$ cat config.mk
export PLATFORM = sky130hd
export DESIGN_NAME = burst_addr_gen
export DESIGN_NICKNAME = d
export VERILOG_FILES = /design/src/rtl/bag_pkg.sv /design/src/rtl/bag_decode.sv /design/src/rtl/bag_step.sv /design/src/rtl/burst_addr_gen.sv
export SDC_FILE = /design/constraint.sdc
export NUM_CORES = 1
export LEC_CHECK = 0
export BUFFER_PORTS_ARGS = -buffer_cell sky130_fd_sc_hd__buf_2
export CORE_MARGIN = 2
export CORE_UTILIZATION = 41
export DETAILED_ROUTE_END_ITERATION = 7
export MAX_ROUTING_LAYER = met4
export SLEW_MARGIN = 30
export SYNTH_ARGS = -nofsm -noshare
export SYNTH_HDL_FRONTEND = slang
export SYNTH_HIERARCHICAL = 1
export SYNTH_SLANG_ARGS = --single-unit
$ cat constraint.sdc
create_clock -name clk -period 3.6 [get_ports clk]
set_clock_uncertainty 0.2 [all_clocks]
set_input_delay 0.72 -clock clk [delete_from_list [all_inputs] [get_ports clk]]
set_output_delay 0.72 -clock clk [all_outputs]
set_load 0.05 [all_outputs]
$ cat src/rtl/bag_pkg.sv
package bag_pkg;

  typedef enum logic [1:0] {
    TR_IDLE = 2'b00,
    TR_BUSY = 2'b01,
    TR_NSEQ = 2'b10,
    TR_SEQ  = 2'b11
  } trans_t;

  localparam logic [2:0] BC_SINGLE = 3'b000;
  localparam logic [2:0] BC_INCR   = 3'b001;

endpackage

$ cat src/rtl/bag_decode.sv
module bag_decode
  import bag_pkg::*;
#(
  parameter int LGB_W = 3
) (
  input  logic [2:0]       code_i,
  output logic [LGB_W-1:0] lg_o,
  output logic             wrap_o,
  output logic             undef_o
);

  // code[2:1] gives log2(beats)-1 for the fixed bursts; 00 marks single or undefined
  always_comb begin
    if (code_i[2:1] == 2'b00) lg_o = '0;
    else                      lg_o = LGB_W'(code_i[2:1]) + LGB_W'(1);
    wrap_o  = (code_i[0] == 1'b0) && (code_i != BC_SINGLE);
    undef_o = (code_i == BC_INCR);
  end

endmodule

$ cat src/rtl/bag_step.sv
module bag_step #(
  parameter int ADDR_W = 32,
  parameter int SIZE_W = 3,
  parameter int LGB_W  = 3,
  parameter int LG_W   = 4
) (
  input  logic [ADDR_W-1:0] addr_i,
  input  logic [SIZE_W-1:0] size_i,
  input  logic [LGB_W-1:0]  lg_i,
  input  logic              wrap_i,
  output logic [ADDR_W-1:0] next_o
);

  logic [LG_W-1:0]   span;
  logic [ADDR_W-1:0] inc;
  logic [ADDR_W-1:0] low_mask;

  always_comb begin
    span     = LG_W'(size_i) + LG_W'(lg_i);
    inc      = addr_i + (ADDR_W'(1) << size_i);
    low_mask = ~({ADDR_W{1'b1}} << span);
    if (wrap_i) next_o = (addr_i & ~low_mask) | (inc & low_mask);
    else        next_o = inc;
  end

endmodule

$ cat src/rtl/burst_addr_gen.sv
module burst_addr_gen
  import bag_pkg::*;
#(
  parameter int ADDR_W = 32,
  parameter int SIZE_W = 3,
  parameter int MAX_LG = 4
) (
  input  logic              clk,
  input  logic              rst,
  input  logic              start,
  input  logic [ADDR_W-1:0] start_addr,
  input  logic [2:0]        burst,
  input  logic [SIZE_W-1:0] size,
  input  logic              ready,
  input  logic              stall,
  output logic [ADDR_W-1:0] addr,
  output logic [1:0]        trans,
  output logic              last,
  output logic              done
);

  localparam int BEAT_W = MAX_LG + 1;
  localparam int LGB_W  = $clog2(MAX_LG + 1);
  localparam int LG_W   = $clog2((1 << SIZE_W) + MAX_LG);

  logic [ADDR_W-1:0] addr_q;
  trans_t            trans_q;
  logic              last_q;
  logic              done_q;
  logic [BEAT_W-1:0] remain_q;
  logic [SIZE_W-1:0] size_q;
  logic [LGB_W-1:0]  lg_q;
  logic              wrap_q;
  logic              undef_q;

  logic [LGB_W-1:0]  dec_lg;
  logic              dec_wrap;
  logic              dec_undef;
  logic [ADDR_W-1:0] nxt_addr;
  logic              final_beat;

  bag_decode #(.LGB_W(LGB_W)) u_dec (
    .code_i  (burst),
    .lg_o    (dec_lg),
    .wrap_o  (dec_wrap),
    .undef_o (dec_undef)
  );

  bag_step #(
    .ADDR_W (ADDR_W),
    .SIZE_W (SIZE_W),
    .LGB_W  (LGB_W),
    .LG_W   (LG_W)
  ) u_step (
    .addr_i (addr_q),
    .size_i (size_q),
    .lg_i   (lg_q),
    .wrap_i (wrap_q),
    .next_o (nxt_addr)
  );

  assign final_beat = undef_q ? !start : (remain_q == '0);

  always_ff @(posedge clk) begin
    if (rst) begin
      addr_q   <= '0;
      trans_q  <= TR_IDLE;
      last_q   <= 1'b0;
      done_q   <= 1'b0;
      remain_q <= '0;
      size_q   <= '0;
      lg_q     <= '0;
      wrap_q   <= 1'b0;
      undef_q  <= 1'b0;
    end else begin
      done_q <= 1'b0;
      if (ready) begin
        case (trans_q)
          TR_IDLE: begin
            if (start) begin
              addr_q   <= start_addr;
              trans_q  <= TR_NSEQ;
              size_q   <= size;
              lg_q     <= dec_lg;
              wrap_q   <= dec_wrap;
              undef_q  <= dec_undef;
              remain_q <= (BEAT_W'(1) << dec_lg) - BEAT_W'(1);
              last_q   <= !dec_undef && (dec_lg == '0);
            end
          end
          TR_BUSY: begin
            if (!stall) begin
              trans_q <= TR_SEQ;
              last_q  <= !undef_q && (remain_q == '0);
            end
          end
          default: begin
            if (final_beat) begin
              trans_q <= TR_IDLE;
              last_q  <= 1'b0;
              done_q  <= 1'b1;
            end else begin
              addr_q <= nxt_addr;
              if (!undef_q) remain_q <= remain_q - BEAT_W'(1);
              if (stall) begin
                trans_q <= TR_BUSY;
                last_q  <= 1'b0;
              end else begin
                trans_q <= TR_SEQ;
                last_q  <= !undef_q && (remain_q == BEAT_W'(1));
              end
            end
          end
        endcase
      end
    end
  end

  assign addr  = addr_q;
  assign trans = trans_q;
  assign last  = last_q;
  assign done  = done_q;

  // high address bits that must not move inside a wrapping burst
  logic [ADDR_W-1:0] wrap_hi;
  assign wrap_hi = {ADDR_W{1'b1}} << (LG_W'(size_q) + LG_W'(lg_q));

  assert_hold_on_wait_R7: assert property (@(posedge clk) disable iff (rst)
    (!ready && trans_q != TR_IDLE) |=> ($stable(addr_q) && $stable(trans_q) && $stable(last_q)));

  assert_single_nonseq_R6: assert property (@(posedge clk) disable iff (rst)
    (ready && trans_q == TR_NSEQ) |=> (trans_q != TR_NSEQ));

  assert_busy_keeps_addr_R8: assert property (@(posedge clk) disable iff (rst)
    (ready && trans_q == TR_BUSY) |=> ($stable(addr_q) && (trans_q == TR_BUSY || trans_q == TR_SEQ)));

  assert_done_when_idle_R10: assert property (@(posedge clk) disable iff (rst)
    done_q |-> (trans_q == TR_IDLE && !last_q));

  assert_last_on_beat_R9: assert property (@(posedge clk) disable iff (rst)
    last_q |-> (trans_q == TR_NSEQ || trans_q == TR_SEQ));

  assert_wrap_window_R5: assert property (@(posedge clk) disable iff (rst)
    (ready && wrap_q && !last_q && (trans_q == TR_NSEQ || trans_q == TR_SEQ))
      |=> (((addr_q ^ $past(addr_q)) & wrap_hi) == '0));

endmodule

==> results of run 1 <==
==> report_power, final <==
part	internal (mW)	total, mW	switching, mW
clock network	0.209	0.414	0.206
registers	0.598	0.677	0.0784
logic	0.214	0.625	0.411
total	1.02	1.72	0.695
==> synth_stat cells (all sizes together), types with 6 or more instances <==
library cell	number
a21oi	24
a311oi	32
and3	8
buf	10
clkbuf	21
dfxtp	49
ha	16
inv	6
mux2	7
nand2	67
nand3	9
nand4	6
nor2	49
nor3	15
nor3b	10
nor4	6
o21ai	44
xnor2	6
xor2	27
==> cell type report <==
cell class | instances | share of cell area, %
Tap cell | 108 | 3.17
Timing Repair Buffer | 88 | 11.3
Multi-Input combinational cell | 375 | 59.4
Clock buffer | 5 | 1.61
Clock inverter | 3 | 1.03
Inverter | 6 | 0.528
Sequential cell | 49 | 23.0
==> sequential cells by signal, summed over array words and instances (netlist names), named ones only <==
| signal | count |
|---|---|
| addr | 32 |
| lg_q | 3 |
| trans | 1 |
| wrap_q | 1 |
| last | 1 |
| size_q | 3 |
| undef_q | 1 |
| remain_q | 5 |
| done | 1 |
==> stage by stage <==
stage	power [mW]	utilization (%)	cell area [um^2]
after floorplan	1.15	-	3670
after global placement	1.31	47.6	4150
after detailed placement	1.31	47.6	4150
after CTS	1.73	48.9	4270
after global routing	1.82	48.9	4270
final	1.72	48.9	4270
==> critical path, cell delays in order (launching register included) <==
cell and delay [ns]:
dfxtp_1 0.54, nor3_1 0.11, ha_1 0.23, fa_1 0.43
a211oi_1 0.26, o21ai_1 0.13, a31oi_2 0.19, buf_4 0.23
nand3b_1 0.15, xnor2_1 0.12, o21ai_0 0.09, a311oi_1 0.26
==> worst paths after layout <==
| path | depth (start not counted) | from | endpoint | slack (ns) |
|---|---|---|---|---|
| setup / recovery | 11 | size_q[1]$_SDFFE_PP0P_ | addr[12]$_SDFFE_PP0P_ | 0.59 |
| hold / removal | 2 | lg_q[2]$_SDFFE_PP0P_ | lg_q[2]$_SDFFE_PP0P_ | 0.26 |
| setup reg to reg | 11 | size_q[1]$_SDFFE_PP0P_ | addr[12]$_SDFFE_PP0P_ | 0.59 |
| hold reg to reg | 2 | lg_q[2]$_SDFFE_PP0P_ | lg_q[2]$_SDFFE_PP0P_ | 0.26 |
==> metal layers <==
| metal | vias to the layer above | share of wire [%] | track usage (%) |
|---|---|---|---|
| met1 | 1643 | 48 | 26.8 |
| met4 | 0 | 0.95 | 4.53 |
| met5 | - | 0 | - |
| met3 | 7 | 3.5 | 2.48 |
| li1 | 1805 | - | - |
| met2 | 68 | 47 | 33.6 |
==> cell families after synthesis <==
kind of cell	after synthesis
and+or+nand+nor	194
AOI/OAI and AO/OA	122
DFF	49
buffers and inverters	37
xor gates and xnor gates	33
adders and majority gates	18
muxes	8
==> impl_metrics.py, run 1 <==
metrics = {
    "status": {
        "status": "finished, final reports clean",
    },
    "finish": {
        "multi_input_area_mm2": 0.00254,
        "finalNonFillerCells": 634,
        "area_delta_synth_final_pct": 16.3,
        "drive_above_1_share_pct": 25.1,
        "fill_cells": 889,
        "antenna_cells": 0,
        "final_common_cell": "buf_2",
        "ff_latch_area_um2": 981,
        "final_cell_mix": "77 x buf_2, 67 x nand2_1, 49 x dfxtp_1",
        "final_nets": 586,
    },
    "detailed_routing": {
        "viasPerCell": 5.56,
        "drtIter0Drc": 101,
        "drc": 0,
        "postRouteAntennaNets": 0,
        "wirelength_um": 9570,
        "wl_per_cell_um": 15.1,
        "num_vias": 3523,
        "drtPass1Iterations": 4,
    },
    "global_routing": {
        "antenna_found_initial": 0,
        "grt-ovfl-total": 0,
        "track_usage_pct": 20.3,
        "grt_start_max_net_pins": 51,
        "grt_first_pass_wirelength_um": 16100,
        "grt_pass1_vias": 3357,
    },
    "synthesis": {
        "ys_ff_latch": 49,
        "synthMuxAreaShare_pct": 2.42,
        "synth.top_cell.area_share_pct": 26.7,
        "synthCells": 461,
        "synthXorXnorAreaFrac_pct": 7.88,
        "synthFlopType": "dfxtp_1",
        "synth_cell_type_count": 62,
        "synth_top_family_by_area": "simple AND/OR/NAND/NOR gates",
        "async_flop_share_pct": 0,
        "syn-cell-area_mm2": 0.00367,
        "synth_edf_count": 0,
        "yosysWarnings": 6,
        "synth-compound-area-share_pct": 22.4,
        "ys_top_cells_by_area": "dfxtp_1 27%, a311oi_1 7.6%, nand2_1 6.9%, xor2_1 6.4%, o21ai_0 5.7%",
        "yosysTopAreaCell": "dfxtp_1",
        "syn_nets": 522,
        "synth_fa_ha_area_share_pct": 6.55,
        "syn_area_per_cell_um2": 7.96,
        "yosysSeqAreaShare_pct": 26.7,
        "synthSimpleGateAreaFrac_pct": 29.5,
    },
    "clocking": {
        "postCtsSetupRepairBufs": 0,
        "cts_buffer_depth": 2,
        "cts_tree": "done",
        "htree_levels": 2,
        "numCtsBuffers": 5,
        "clkTransAtPathRegs_ns": 0.11,
        "cts_resized": 0,
        "clockRootBuffer": "clkbuf_8",
        "numClockSinks": 49,
        "clock_latency_ns": 0.31,
        "hold_buffers": 0,
    },
    "sta": {
        "setup_ws_ns": 0.593,
        "slew_headroom_pct": 40.4,
        "maxSlewViolCount": 0,
        "fmax_ghz": 0.333,
        "fin_crit_sh_pct": 83.5,
        "min_period_ns": 3.01,
        "setup_tns_ns": 0,
        "worst_hold_slack_ns": 0.263,
        "hold_viol": 0,
        "rsz0062_at_grt": "false",
        "tightestPinTransition_ns": 0.890,
        "finalSetupViolations": 0,
    },
    "critical_path": {
        "critical_path_required_ns": 3.63,
        "cp.arrival_ns": 3.04,
        "cp_max_fo": 12,
        "crit_type": "reg -> reg",
        "end_kind": "flop",
        "worst_setup_path_start_kind": "flop",
    },
    "floorplanning": {
        "die_w_um": 98.6,
        "die_y_um": 98.6,
        "initial_core_util_pct": 42.1,
        "die_area_mm2": 0.00972,
        "rows": 34,
        "io_pins": 79,
        "core-area_mm2": 0.00872,
    },
    "power_and_ir_drop": {
        "ir_drop_uv": 183,
        "powerDensity_mw_per_mm2": 402,
        "p_leak_nw": 1.85,
    },
    "placed_design": {
        "placedCellCount": 626,
        "routabilityCongestion": 0.923,
        "dpl.hpwl_um": 6790,
        "port_buffers": 78,
        "place_ws_ns": 0.605,
    },
    "job": {
        "drv_cap": 0,
    },
    "worst_hold_path": {
        "hold_path_class": "reg -> reg",
    },
}
No activity file was read; power rests on OpenSTA's default activity.
==> run 2: changes to the inputs <==
Settings changed: PLACE_DENSITY from default to 0.65.
Clock period 3.6 ns to 2.6 ns, I/O delays scaled along.
==> run 2 against run 1 <==
  * The run now ends with setup timing left
  * First-iteration DRC count is 52% higher
  * Critical path depth is 2 higher
  * Register-to-register slack worse by 0.72 ns
  * Die area stayed put
  * Sequential cell count stayed put
  * Setup slack worse by 0.72 ns
  * Count of clock-buffer cells in the layout is 2 higher
  * Sequential power is 40% higher
  * Global-route usage is 0.69 points higher
  * Non-clock buffer count is 38 higher
  * Combinational power is 54% higher
  * Critical path type unchanged
  * Highest routed layer unchanged
==> impl_metrics.py, run 2 (synthesis gave the netlist of run 1 again) <==
metrics = {
    "critical_path": {
        "cp_slowest_cell": "dfxtp_4",
        "end_kind": "flop",
        "path_buf_inv": 3,
        "r2r-start": "size_q[0]$_SDFFE_PP0P_",
        "critical_path_required_ns": 2.63,
        "reg2regPathDepth": 13,
        "cp_max_fo": 6,
        "slowest_delay_ns": 0.38,
        "path_cells": "buf_2 > nand2_2 > nor2_4 > ha_4 > o211ai_1 > o21ai_2 > a31oi_4 > clkbuf_16 > buf_4 > nor3_4 > xor2_1 > o21ai_0 > a311oi_1",
        "cp.arrival_ns": 2.76,
        "rrSetupSlack_ns": -0.13,
        "crit_type": "reg -> reg",
        "worst_setup_path_start_kind": "flop",
        "crit_family": "compound AO/OA/AOI/OAI gates",
        "timing.rr.end": "addr[22]$_SDFFE_PP0P_",
    },
    "global_routing": {
        "track_usage_pct": 21.0,
        "grt_pass1_vias": 3519,
        "antenna_found_initial": 0,
        "grt_start_max_net_pins": 51,
        "grt-ovfl-total": 0,
        "grt_first_pass_wirelength_um": 16600,
    },
    "clocking": {
        "numClockSinks": 49,
        "numCtsBuffers": 5,
        "cts_tree": "done",
        "cts_buffer_depth": 2,
        "clkTransAtPathRegs_ns": 0.10,
        "clockRootBuffer": "clkbuf_8",
        "htree_levels": 2,
        "clock_latency_ns": 0.31,
    },
    "finish": {
        "fill_cells": 839,
        "drive_above_1_share_pct": 36.3,
        "antenna_cells": 0,
        "area_delta_synth_final_pct": 32.2,
        "final_nets": 624,
        "final_common_cell": "buf_2",
        "finalNonFillerCells": 672,
        "stdcell_area_mm2": 0.00485,
        "final_core_util_pct": 55.6,
        "final_cell_mix": "80 x buf_2, 66 x nand2_1, 47 x nor2_1",
        "largest_reg_flops": 32,
    },
    "placed_design": {
        "routabilityCongestion": 0.890,
        "place_ws_ns": -0.118,
        "port_buffers": 78,
        "dpl.hpwl_um": 6970,
        "placedCellCount": 649,
        "placed_cell_area_mm2": 0.00436,
    },
    "floorplanning": {
        "rows": 34,
        "core-area_mm2": 0.00872,
        "die_area_mm2": 0.00972,
        "die_w_um": 98.6,
        "io_pins": 79,
        "die_y_um": 98.6,
        "initial_core_util_pct": 42.1,
    },
    "sta": {
        "finalSetupViolations": 11,
        "hold_viol": 0,
        "fmax_ghz": 0.366,
        "setup_ws_ns": -0.129,
        "min_period_ns": 2.73,
        "tightestPinTransition_ns": 0.655,
        "setup_tns_ns": -0.613,
        "rsz0062_at_grt": "true",
        "slew_headroom_pct": 56.3,
        "fin_crit_sh_pct": 105,
        "maxSlewViolCount": 0,
    },
    "power_and_ir_drop": {
        "powerDensity_mw_per_mm2": 489,
        "ir_drop_uv": 244,
        "p_leak_nw": 2.14,
    },
    "status": {
        "status": "complete, but fails checks",
        "violations": "setup timing",
    },
    "detailed_routing": {
        "postRouteAntennaNets": 0,
        "drtIter0Drc": 154,
        "drtPass1Iterations": 4,
        "wl_per_cell_um": 15.6,
        "num_vias": 3756,
        "viasPerCell": 5.59,
        "wirelength_um": 10500,
        "drc": 0,
    },
    "worst_hold_path": {
        "holdPathStages": 3,
        "hold_path_class": "in -> reg",
        "hold_start": "size[0]",
        "hold_end": "size_q[0]$_SDFFE_PP0P_",
    },
    "job": {
        "drv_cap": 0,
    },
}
-- run 2: cell count changes in the layout (fill, tap and decap cells not counted), moves of 4 or more --
cell,change
ha_4,+6
o21ai_1,+6
ha_1,-9
dfxtp_1,-7
buf_6,+4
o21ai_0,-7
buf_4,+29
dfxtp_2,+4
-- run 2: final cells by class --
class / count / area (um^2) / share of cell area (%)
Multi-Input combinational cell: 375 / 2810 / 57.9
Sequential cell: 49 / 997 / 20.6
Timing Repair Buffer: 126 / 803 / 16.6
Tap cell: 108 / 135 / 2.78
Clock buffer: 7 / 76.3 / 1.57
Inverter: 6 / 22.5 / 0.464
Clock inverter: 1 / 7.51 / 0.155
-- run 2: repair_timing --
item | 4_1_cts | 5_1_grt
endpoints found under the hold margin | 0 | 0
hold buffers | 0 | 0
gates resized for setup | 29 | 35
pin swaps | 22 | 30
buffers inserted | 8 | 5
cloned | 2 | 0
endpoints found under the setup margin | 26 | 32
-- run 2: routing by layer --
metal | part of all wire [%] | GRT usage, %
met4 | 1.6 | 5.58
met5 | 0 | -
met3 | 4.6 | 2.77
met1 | 45 | 27.2
met2 | 49 | 34.9
-- run 2: how the worst max path moves through the flow --
| stage | endpoint | slack [ns] | from | cells after the start |
|---|---|---|---|---|
| after CTS | addr[12]$_SDFFE_PP0P_ | -0.06 | size_q[2]$_SDFFE_PP0P_ | 11 |
| after global placement | addr[30]$_SDFFE_PP0P_ | -0.06 | size_q[0]$_SDFFE_PP0P_ | 11 |
| final | addr[22]$_SDFFE_PP0P_ | -0.13 | size_q[0]$_SDFFE_PP0P_ | 13 |
| after detailed placement | addr[12]$_SDFFE_PP0P_ | -0.12 | size_q[0]$_SDFFE_PP0P_ | 11 |
| after floorplan | addr[12]$_SDFFE_PP0P_ | -0.03 | addr[0]$_SDFFE_PP0P_ | 10 |
| after global routing | addr[16]$_SDFFE_PP0P_ | -0.27 | size_q[0]$_SDFFE_PP0P_ | 12 |
-- run 2: tightest hold or removal path: stages --
cell	delay [ns]
buf_2	0.10
nand2_1	0.05
a21oi_1	0.05
-- run 2: power breakdown --
part	internal [mW]	switching [mW]	total [mW]	leakage, nW
Combinational	0.363	0.599	0.963	1.69
Clock	0.191	0.271	0.463	0.0385
Sequential	0.829	0.118	0.947	0.406
-- run 2: stage by stage --
step | power [mW] | hold WS, ns
floorplan | 1.60 | 0.240
global placement | 1.85 | 0.252
detailed placement | 1.87 | 0.256
CTS | 2.35 | 0.245
global route | 2.51 | 0.244
finish | 2.37 | 0.247
